[config.mk]
export PLATFORM = sky130hd
export DESIGN_NAME = mem_search_engine
export DESIGN_NICKNAME = d
export VERILOG_FILES = /design/src/rtl/mse_pkg.sv /design/src/rtl/mse_phase.sv /design/src/rtl/mse_cmp_unit.sv /design/src/rtl/mem_search_engine.sv
export SDC_FILE = /design/constraint.sdc
export NUM_CORES = 1
export LEC_CHECK = 0
export BUFFER_PORTS_ARGS = -buffer_cell sky130_fd_sc_hd__buf_2
export CAP_MARGIN = 20
export CORE_AREA = 4 4 100 102
export CTS_BUF_LIST = sky130_fd_sc_hd__clkbuf_2 sky130_fd_sc_hd__clkbuf_4 sky130_fd_sc_hd__clkbuf_8
export CTS_CLUSTER_DIAMETER = 40
export DETAILED_ROUTE_END_ITERATION = 10
export DIE_AREA = 0 0 104 106
export HOLD_SLACK_MARGIN = 0.08
export PLACE_DENSITY = 0.77
export SYNTH_ARGS = -nofsm -noshare
export SYNTH_HDL_FRONTEND = slang
export SYNTH_SLANG_ARGS = --single-unit
[constraint.sdc]
create_clock -name clk -period 2.65 [get_ports clk]
set_clock_uncertainty 0.15 [all_clocks]
set_input_delay 0 -clock clk [delete_from_list [all_inputs] [get_ports clk]]
set_output_delay 0 -clock clk [all_outputs]
set_load 0.05 [all_outputs]
[src/rtl/mse_pkg.sv]
package mse_pkg;
    // flag byte bit positions
    localparam int FL_S  = 7;
    localparam int FL_Z  = 6;
    localparam int FL_H  = 4;
    localparam int FL_PV = 2;
    localparam int FL_N  = 1;
    // search code bit choosing the downward direction
    localparam int DIR_BIT = 3;
    // default clocks per machine cycle of one iteration
    localparam int PH_FETCH1 = 4;
    localparam int PH_FETCH2 = 4;
    localparam int PH_READ   = 3;
    localparam int PH_CALC   = 5;
    localparam int PH_REPEAT = 5;
endpackage

[src/rtl/mse_phase.sv]
module mse_phase #(
    parameter int T_M1 = mse_pkg::PH_FETCH1,
    parameter int T_M2 = mse_pkg::PH_FETCH2,
    parameter int T_RD = mse_pkg::PH_READ,
    parameter int T_M4 = mse_pkg::PH_CALC,
    parameter int T_M5 = mse_pkg::PH_REPEAT
) (
    input  logic clk,
    input  logic rst_n,
    input  logic clear_i,
    input  logic run_i,
    output logic rd_o,
    output logic cap_o,
    output logic eval_o
);
    localparam int RD_FIRST  = T_M1 + T_M2;
    localparam int RD_LAST   = RD_FIRST + T_RD - 1;
    localparam int END_SHORT = RD_LAST + T_M4;
    localparam int END_LONG  = END_SHORT + T_M5;
    localparam int TICK_W    = $clog2(END_LONG + 1);

    logic [TICK_W-1:0] tick_d, tick_q;

    always_comb begin
        tick_d = tick_q;
        if (clear_i) begin
            tick_d = '0;
        end else if (run_i) begin
            if (tick_q == TICK_W'(END_LONG)) tick_d = '0;
            else                             tick_d = tick_q + TICK_W'(1);
        end
    end

    always_ff @(posedge clk or negedge rst_n) begin
        if (!rst_n) tick_q <= '0;
        else        tick_q <= tick_d;
    end

    assign rd_o   = run_i && (tick_q >= TICK_W'(RD_FIRST)) && (tick_q <= TICK_W'(RD_LAST));
    assign cap_o  = run_i && (tick_q == TICK_W'(RD_LAST));
    assign eval_o = run_i && (tick_q == TICK_W'(END_SHORT));

    assert_tick_range_R8: assert property (@(posedge clk) disable iff (!rst_n)
        tick_q <= TICK_W'(END_LONG));
    assert_eval_after_read_R9: assert property (@(posedge clk) disable iff (!rst_n)
        cap_o |=> !eval_o);
endmodule

[src/rtl/mse_cmp_unit.sv]
module mse_cmp_unit #(
    parameter int ADDR_W = 16,
    parameter int DATA_W = 8,
    parameter int CNT_W  = 16
) (
    input  logic [DATA_W-1:0] acc_i,
    input  logic [DATA_W-1:0] data_i,
    input  logic [ADDR_W-1:0] ptr_i,
    input  logic [CNT_W-1:0]  cnt_i,
    input  logic              dec_i,
    input  logic [7:0]        flags_i,
    output logic [ADDR_W-1:0] ptr_o,
    output logic [CNT_W-1:0]  cnt_o,
    output logic [7:0]        flags_o,
    output logic              stop_o
);
    import mse_pkg::*;
    localparam int HALF_W = DATA_W / 2;

    logic [DATA_W-1:0] diff;
    logic [HALF_W:0]   half_diff;
    logic              equal;

    always_comb begin
        diff      = acc_i - data_i;
        half_diff = {1'b0, acc_i[HALF_W-1:0]} - {1'b0, data_i[HALF_W-1:0]};
        equal     = (acc_i == data_i);
        ptr_o     = dec_i ? ptr_i - ADDR_W'(1) : ptr_i + ADDR_W'(1);
        cnt_o     = cnt_i - CNT_W'(1);
        flags_o         = flags_i;
        flags_o[FL_S]   = diff[DATA_W-1];
        flags_o[FL_Z]   = equal;
        flags_o[FL_H]   = half_diff[HALF_W];
        flags_o[FL_PV]  = |cnt_o;
        flags_o[FL_N]   = 1'b1;
        stop_o          = equal || (cnt_o == '0);
    end
endmodule

[src/rtl/mem_search_engine.sv]
module mem_search_engine #(
    parameter int ADDR_W = 16,
    parameter int DATA_W = 8,
    parameter int CNT_W  = 16
) (
    input  logic              clk,
    input  logic              rst_n,
    input  logic              start_i,
    input  logic [7:0]        op_i,
    input  logic [DATA_W-1:0] acc_i,
    input  logic [ADDR_W-1:0] ptr_i,
    input  logic [CNT_W-1:0]  cnt_i,
    input  logic [7:0]        flags_i,
    output logic [ADDR_W-1:0] mem_addr_o,
    output logic              mem_rd_o,
    input  logic [DATA_W-1:0] mem_data_i,
    output logic [ADDR_W-1:0] ptr_o,
    output logic [CNT_W-1:0]  cnt_o,
    output logic [7:0]        flags_o,
    output logic              busy_o,
    output logic              done_o
);
    import mse_pkg::*;

    typedef struct packed {
        logic              busy;
        logic              done;
        logic              dec;
        logic [DATA_W-1:0] acc;
        logic [DATA_W-1:0] data;
        logic [ADDR_W-1:0] ptr;
        logic [CNT_W-1:0]  cnt;
        logic [7:0]        flags;
    } eng_state_t;

    eng_state_t s_d, s_q;

    logic              accept;
    logic              rd_win, cap, eval;
    logic [ADDR_W-1:0] ptr_nx;
    logic [CNT_W-1:0]  cnt_nx;
    logic [7:0]        flags_nx;
    logic              stop;

    assign accept = start_i && !s_q.busy;

    mse_phase u_phase (
        .clk     (clk),
        .rst_n   (rst_n),
        .clear_i (accept),
        .run_i   (s_q.busy),
        .rd_o    (rd_win),
        .cap_o   (cap),
        .eval_o  (eval)
    );

    mse_cmp_unit #(.ADDR_W(ADDR_W), .DATA_W(DATA_W), .CNT_W(CNT_W)) u_cmp (
        .acc_i   (s_q.acc),
        .data_i  (s_q.data),
        .ptr_i   (s_q.ptr),
        .cnt_i   (s_q.cnt),
        .dec_i   (s_q.dec),
        .flags_i (s_q.flags),
        .ptr_o   (ptr_nx),
        .cnt_o   (cnt_nx),
        .flags_o (flags_nx),
        .stop_o  (stop)
    );

    always_comb begin
        s_d      = s_q;
        s_d.done = 1'b0;
        if (accept) begin
            s_d.busy  = 1'b1;
            s_d.dec   = op_i[DIR_BIT];
            s_d.acc   = acc_i;
            s_d.ptr   = ptr_i;
            s_d.cnt   = cnt_i;
            s_d.flags = flags_i;
        end else if (s_q.busy) begin
            if (cap) s_d.data = mem_data_i;
            if (eval) begin
                s_d.ptr   = ptr_nx;
                s_d.cnt   = cnt_nx;
                s_d.flags = flags_nx;
                if (stop) begin
                    s_d.busy = 1'b0;
                    s_d.done = 1'b1;
                end
            end
        end
    end

    always_ff @(posedge clk or negedge rst_n) begin
        if (!rst_n) s_q <= '0;
        else        s_q <= s_d;
    end

    assign mem_addr_o = s_q.ptr;
    assign mem_rd_o   = rd_win;
    assign ptr_o      = s_q.ptr;
    assign cnt_o      = s_q.cnt;
    assign flags_o    = s_q.flags;
    assign busy_o     = s_q.busy;
    assign done_o     = s_q.done;

    assert_read_in_busy_R9: assert property (@(posedge clk) disable iff (!rst_n)
        mem_rd_o |-> busy_o);
    assert_done_single_R8: assert property (@(posedge clk) disable iff (!rst_n)
        done_o |-> !busy_o ##1 !done_o);
    assert_cnt_step_R3: assert property (@(posedge clk) disable iff (!rst_n)
        (busy_o && eval) |=> cnt_o == $past(cnt_o) - CNT_W'(1));
    assert_ptr_step_R2: assert property (@(posedge clk) disable iff (!rst_n)
        (busy_o && eval) |=> (ptr_o == ($past(s_q.dec) ? $past(ptr_o) - ADDR_W'(1)
                                                        : $past(ptr_o) + ADDR_W'(1))));
    assert_stop_cause_R4: assert property (@(posedge clk) disable iff (!rst_n)
        done_o |-> (flags_o[FL_Z] || cnt_o == '0));
    assert_pv_count_R7: assert property (@(posedge clk) disable iff (!rst_n)
        done_o |-> (flags_o[FL_PV] == (cnt_o != '0)));
    assert_sub_flag_R6: assert property (@(posedge clk) disable iff (!rst_n)
        done_o |-> flags_o[FL_N]);
    assert_start_ignored_R1: assert property (@(posedge clk) disable iff (!rst_n)
        (busy_o && start_i) |=> $stable(s_q.acc) && $stable(s_q.dec));
endmodule

# After elaboration in Yosys (flattened, before gate mapping)
# Index checks and enable logic that the tools add are counted.
# totals
input_bits	67
mem_count	0
ff_bits	64
rom_bits	0
ramBits	0
latch_bits	0
output_inout_bits	59
# classes
n_mul	0
n_eq_ne	4
n_shift	0
order_cmp	2
reduce_logical	13
n_div	0
n_addsub	6
mux	12
bitwise	1
# op_table
op	count
$mux 40	3
$sub 16x1->16 const B	2
$add 16x1->16 const B	1
$logic_not 16->1	1
$mux 16	1
$reduce_or 16->1	1
$mux 5	3
$eq 5x4->1 const B	2
$eq 8x8->1	1
$sub 8x8->8	1
$mux 2	3
$add 5x1->5 const B	1
$eq 5x5->1 const B	1
$ge 5x4->1 const B	1
$le 5x4->1 const B	1
$logic_and 1x1->1	5
$sub 4x4->5	1
$reduce_bool 2->1	2
$reduce_and 3->1	1
$mux 1	2
$reduce_and 2->1	1
$logic_not 1->1	1
$logic_or 1x1->1	1
$not 1->1	1

# Depth between registers and ports, before layout
# logic_depth
depth_word	7
depth_mapped	10
ltp_nobuf	10

# By module
# A second synthesis with hierarchy kept.
# unflattened
hier_cells	514
area_unflattened_um2	5250.0
# by_module_without_submodules
mod	n_inst	area_each_um2	cells_each
mem_search_engine	1	3475.8	274
mse_cmp_unit	1	1463.9	205
mse_phase	1	310.3	35

# Worst setup path before layout
# OpenSTA, ideal clock, no wires.
# synth_path
kind	reg2reg
from	register s_q[56] (netlist name)
to	register s_q, in the netlist mem_addr_o[15]
setup_time_ps	82
slack_ps	45
stages_incl_launch_ff	9
arrival_time_ps	2374
path_cell_list	dfrtp_1 -> ha_1 -> a21oi_1 -> o21ai_0 -> a2111oi_0 -> a21oi_2 -> xnor2_1 -> or3_1 -> a31oi_1
# synth_between
elab_chain_len	4
# synth_rtl
element	line	source
start, declared	mem_search_engine.sv:36	eng_state_t s_d, s_q;
start signal, assigned	mem_search_engine.sv:95	if (!rst_n) s_q <= '0;
start signal, assigned	mem_search_engine.sv:96	else s_q <= s_d;
$mux 16	mse_cmp_unit.sv:28	ptr_o = dec_i ? ptr_i - ADDR_W'(1) : ptr_i + ADDR_W'(1);
$mux 40	mem_search_engine.sv:82	if (eval) begin
$mux 40	mem_search_engine.sv:80	end else if (s_q.busy) begin
$mux 40	mem_search_engine.sv:73	if (accept) begin
# No other way between the ends. The select of a mux whose other input is x is not followed.
# A chain may end at the register's enable or synchronous reset.

# Final worst setup path
# layout_path
from	register u_phase.tick_q[1]
to	register s_q, in the netlist flags_o[2]
# layout_between
elab_chain_len	4
# layout_rtl
element	line	source
start, declared	mse_phase.sv:22	logic [TICK_W-1:0] tick_d, tick_q;
start signal, assigned	mse_phase.sv:36	else tick_q <= tick_d;
$eq 5x4->1	mse_phase.sv:41	assign eval_o = run_i && (tick_q == TICK_W'(END_SHORT));
$logic_and 1x1->1	mse_phase.sv:41	
$reduce_bool 2->1 (no source line)	n/a	
$reduce_and 2->1 (no source line)	n/a	
# No other way between the ends.

==> out/metrics.cfg <==
[run_status]
status=completed

[pwr]
p_comb_share_pct=62.1
p_leak_nw=2.71
power.density_nw_per_um2=1160
finalPower_mw=6.79
intPower_mw=3.32
switching_share_pct=51.0
clockPowerShare_pct=13.2
irDropWorstVdd_uv=610
switchingPower_mw=3.47
seqPwrFrac_pct=24.7

[clocking]
cts_root_buf=clkbuf_8
clk_latency_ns=0.34
cts_sinks=64
htree_levels=3
cts_made_buffers=9
clockBufferDepth=2
cts_tree=built
clkTransAtPathRegs_ns=0.08

[critical_path]
path_class=flop to flop
critical_path_required_ns=2.70
crit_arrival_ns=2.58
crit_path_end_kind=flop
cp_max_fo=3
crit_path_start_kind=flop

[layout]
stdcell_count=792
drive_above_1_share_pct=29.4
final_util_pct=64.4
area_growth_pct=34.9
num_antenna_cells=0
layout.nets=771

[timing]
worstMarginPinSlew_ns=0.663
fin_crit_sh_pct=95.5
min_period_ns=2.53
slew_viol_final=0
max_freq_mhz=395
slew_headroom_pct=55.6
setup_ws_ns=0.120
final-setup-viol-count=0
final_hold_viol_count=0

[synthesis]
async_reset_ff_share_pct=100
synth_nets=609
synth_area_per_cell_um2=8.46
yosysUniqueCellTypes=46
synth_edf_count=0
yosys_warnings=0
syn_area_um2=4350
synth_cells=514
synth_ff_type=dfrtp_1
yosysSeqAreaShare_pct=36.8
ys_seq_elements=64

[floorplan]
row_count=35
core_um2=9110
die_y_um=106
die_area_um2=11000
die_w_um=104
boundaryPins=126
start_util_pct=47.8

[global_routing]
gr-total-overflow=0
grt_pass1_vias=4231
grt_pass1_wl_um=19800
grt_usage_pct=21.6
antenna_found_initial=0
grt_max_degree=41

[placed_design]
place_congestion=0.910
dp_hpwl_um=7960
dp_cells=703
port_buffers=118
pre_cts_slack_ns=-0.160

[drt]
drt_iter0_drc=176
wl_per_cell_um=15.4
drc=0
dr.pass1.iters=4
antenna_left=0
vias_per_cell=5.24
wirelength_um=12200
dr_total_vias=4151

[min_path]
hold_path.class=input port to async pin

[job]
maxCapViolations=0

==> through the flow <==
step / hold WS, ns / TNS (ns) / area, µm²
3_5_place_dp: -0.113 / -0.358 / 4850
2_1_floorplan: -0.446 / 0 / 4350
5_1_grt: 0.188 / -0.0153 / 5870
6_report: 0.129 / 0 / 5870
4_1_cts: 0.155 / 0 / 5760
3_3_place_gp: -0.122 / -0.0277 / 4850
==> final cells by class <==
class | count | area [µm²]
multi-input combinational | 358 | 2290
sequential | 64 | 1600
clock buffer | 11 | 151
clock inverter | 5 | 55.1
timing repair buffer | 224 | 1560
inverter | 19 | 71.3
fill | 741 | 3240
tap | 111 | 139
==> registers in the layout, indices dropped and copies added (netlist names) <==
signal and flops:
cnt_o 16, u_phase.tick_q 5, busy_o 1, mem_addr_o 16, done_o 1, flags_o 8
s_q 17
==> worst paths after layout <==
kind                                   startpoint    endpoint  slack [ns]  cells after the start
worst max-delay path            u_phase.tick_q[1]  flags_o[2]        0.12                     10
worst min-delay path                        rst_n    cnt_o[7]        0.13                      3
worst max register to register  u_phase.tick_q[1]  flags_o[2]        0.12                     10
worst min register to register         flags_o[5]  flags_o[5]        0.33                      2
max in group asynchronous                   rst_n     s_q[56]        1.49                      4
min in group clk                         acc_i[2]     s_q[50]        0.24                      4
==> cells in the final DEF, fill, tap and decap left out, types with 5 or more instances in the layout <==
| cell type | instances |
|---|---|
| o21ai_0 | 33 |
| dfrtp_1 | 63 |
| mux2_2 | 8 |
| a31oi_1 | 12 |
| nand3_1 | 5 |
| o21ai_1 | 5 |
| or3_1 | 6 |
| nand2_1 | 100 |
| dlygate4sd3_1 | 69 |
| nor3_1 | 11 |
| xnor2_1 | 21 |
| a211oi_1 | 6 |
| buf_2 | 118 |
| nand2b_1 | 5 |
| inv_1 | 19 |
| clkbuf_8 | 11 |
| nand4_1 | 5 |
| ha_1 | 23 |
| a21oi_1 | 19 |
| nor2_1 | 30 |
| xor2_1 | 9 |
| nor4_1 | 6 |
| buf_4 | 36 |
| nor2b_1 | 5 |
==> layer usage <==
metal,GRT usage [%],wire (µm),vias to the layer above
li1,-,-,2027
met1,25.6,5180,1964
met2,38.6,6230,135
met3,4.13,589,25
met4,8.64,226,0
met5,0,0,-
==> repair_timing <==
item,CTS,global route
pin swaps,0,6
hold endpoints to repair,127,0
setup buffers,0,3
endpoints found under the setup margin,5,9
hold buffers,69,0
gates cloned,0,1
resized for setup,3,20
==> cells in the mapped netlist, drive strengths merged (3+ instances only) <==
cell	instances	area share [%]
nand2b	5	0.72
clkbuf	12	1.0
or3	6	0.86
nand2	101	8.7
or4	4	0.78
xnor2	21	4.2
buf	62	10
nand3	5	0.58
nor2	30	2.6
nand4	5	0.72
a211oi	8	1.4
o21a	4	0.69
o31ai	4	0.69
nor2b	7	1.0
mux2	8	2.1
nor4	6	0.86
a21oi	20	2.4
nor3b	3	0.52
a31oi	12	1.7
o21ai	39	4.5
xor2	9	1.8
o22ai	4	0.58
dfrtp	64	37
nor3	11	1.3
inv	19	1.6
ha	27	7.8
==> power by group through the flow <==
stage	Combinational [mW]	Sequential, mW	Clock, mW
CTS	4.05	1.66	0.910
floorplan	3.47	1.63	0
finish	4.22	1.68	0.895
detailed placement	3.95	1.68	0
global route	4.55	1.73	0.948
global placement	3.86	1.66	0
==> cell families (layout without fill, tap and decap cells) <==
group / Yosys count / count (layout) / synth area share (%)
AO/OA/AOI/OAI: 98 / 98 / 13.3
XOR/XNOR: 30 / 30 / 6.04
adder cells (fa/ha/maj): 28 / 28 / 8.23
buffers and inverters: 93 / 259 / 13.0
flip-flops: 64 / 64 / 36.8
multiplexers: 10 / 10 / 2.53
AND/OR/NAND/NOR: 191 / 192 / 20.1
==> critical path, cell delays in order (launching register included) <==
cell     delay (ns)
dfrtp_1        0.37
ha_2           0.20
and3_1         0.17
ha_2           0.18
nand2_2        0.07
nor3b_2        0.17
nand3_1        0.08
or4_1          0.39
or4_4          0.46
o21ai_2        0.08
o21ai_1        0.07
(Power assumes the default switching activity.)
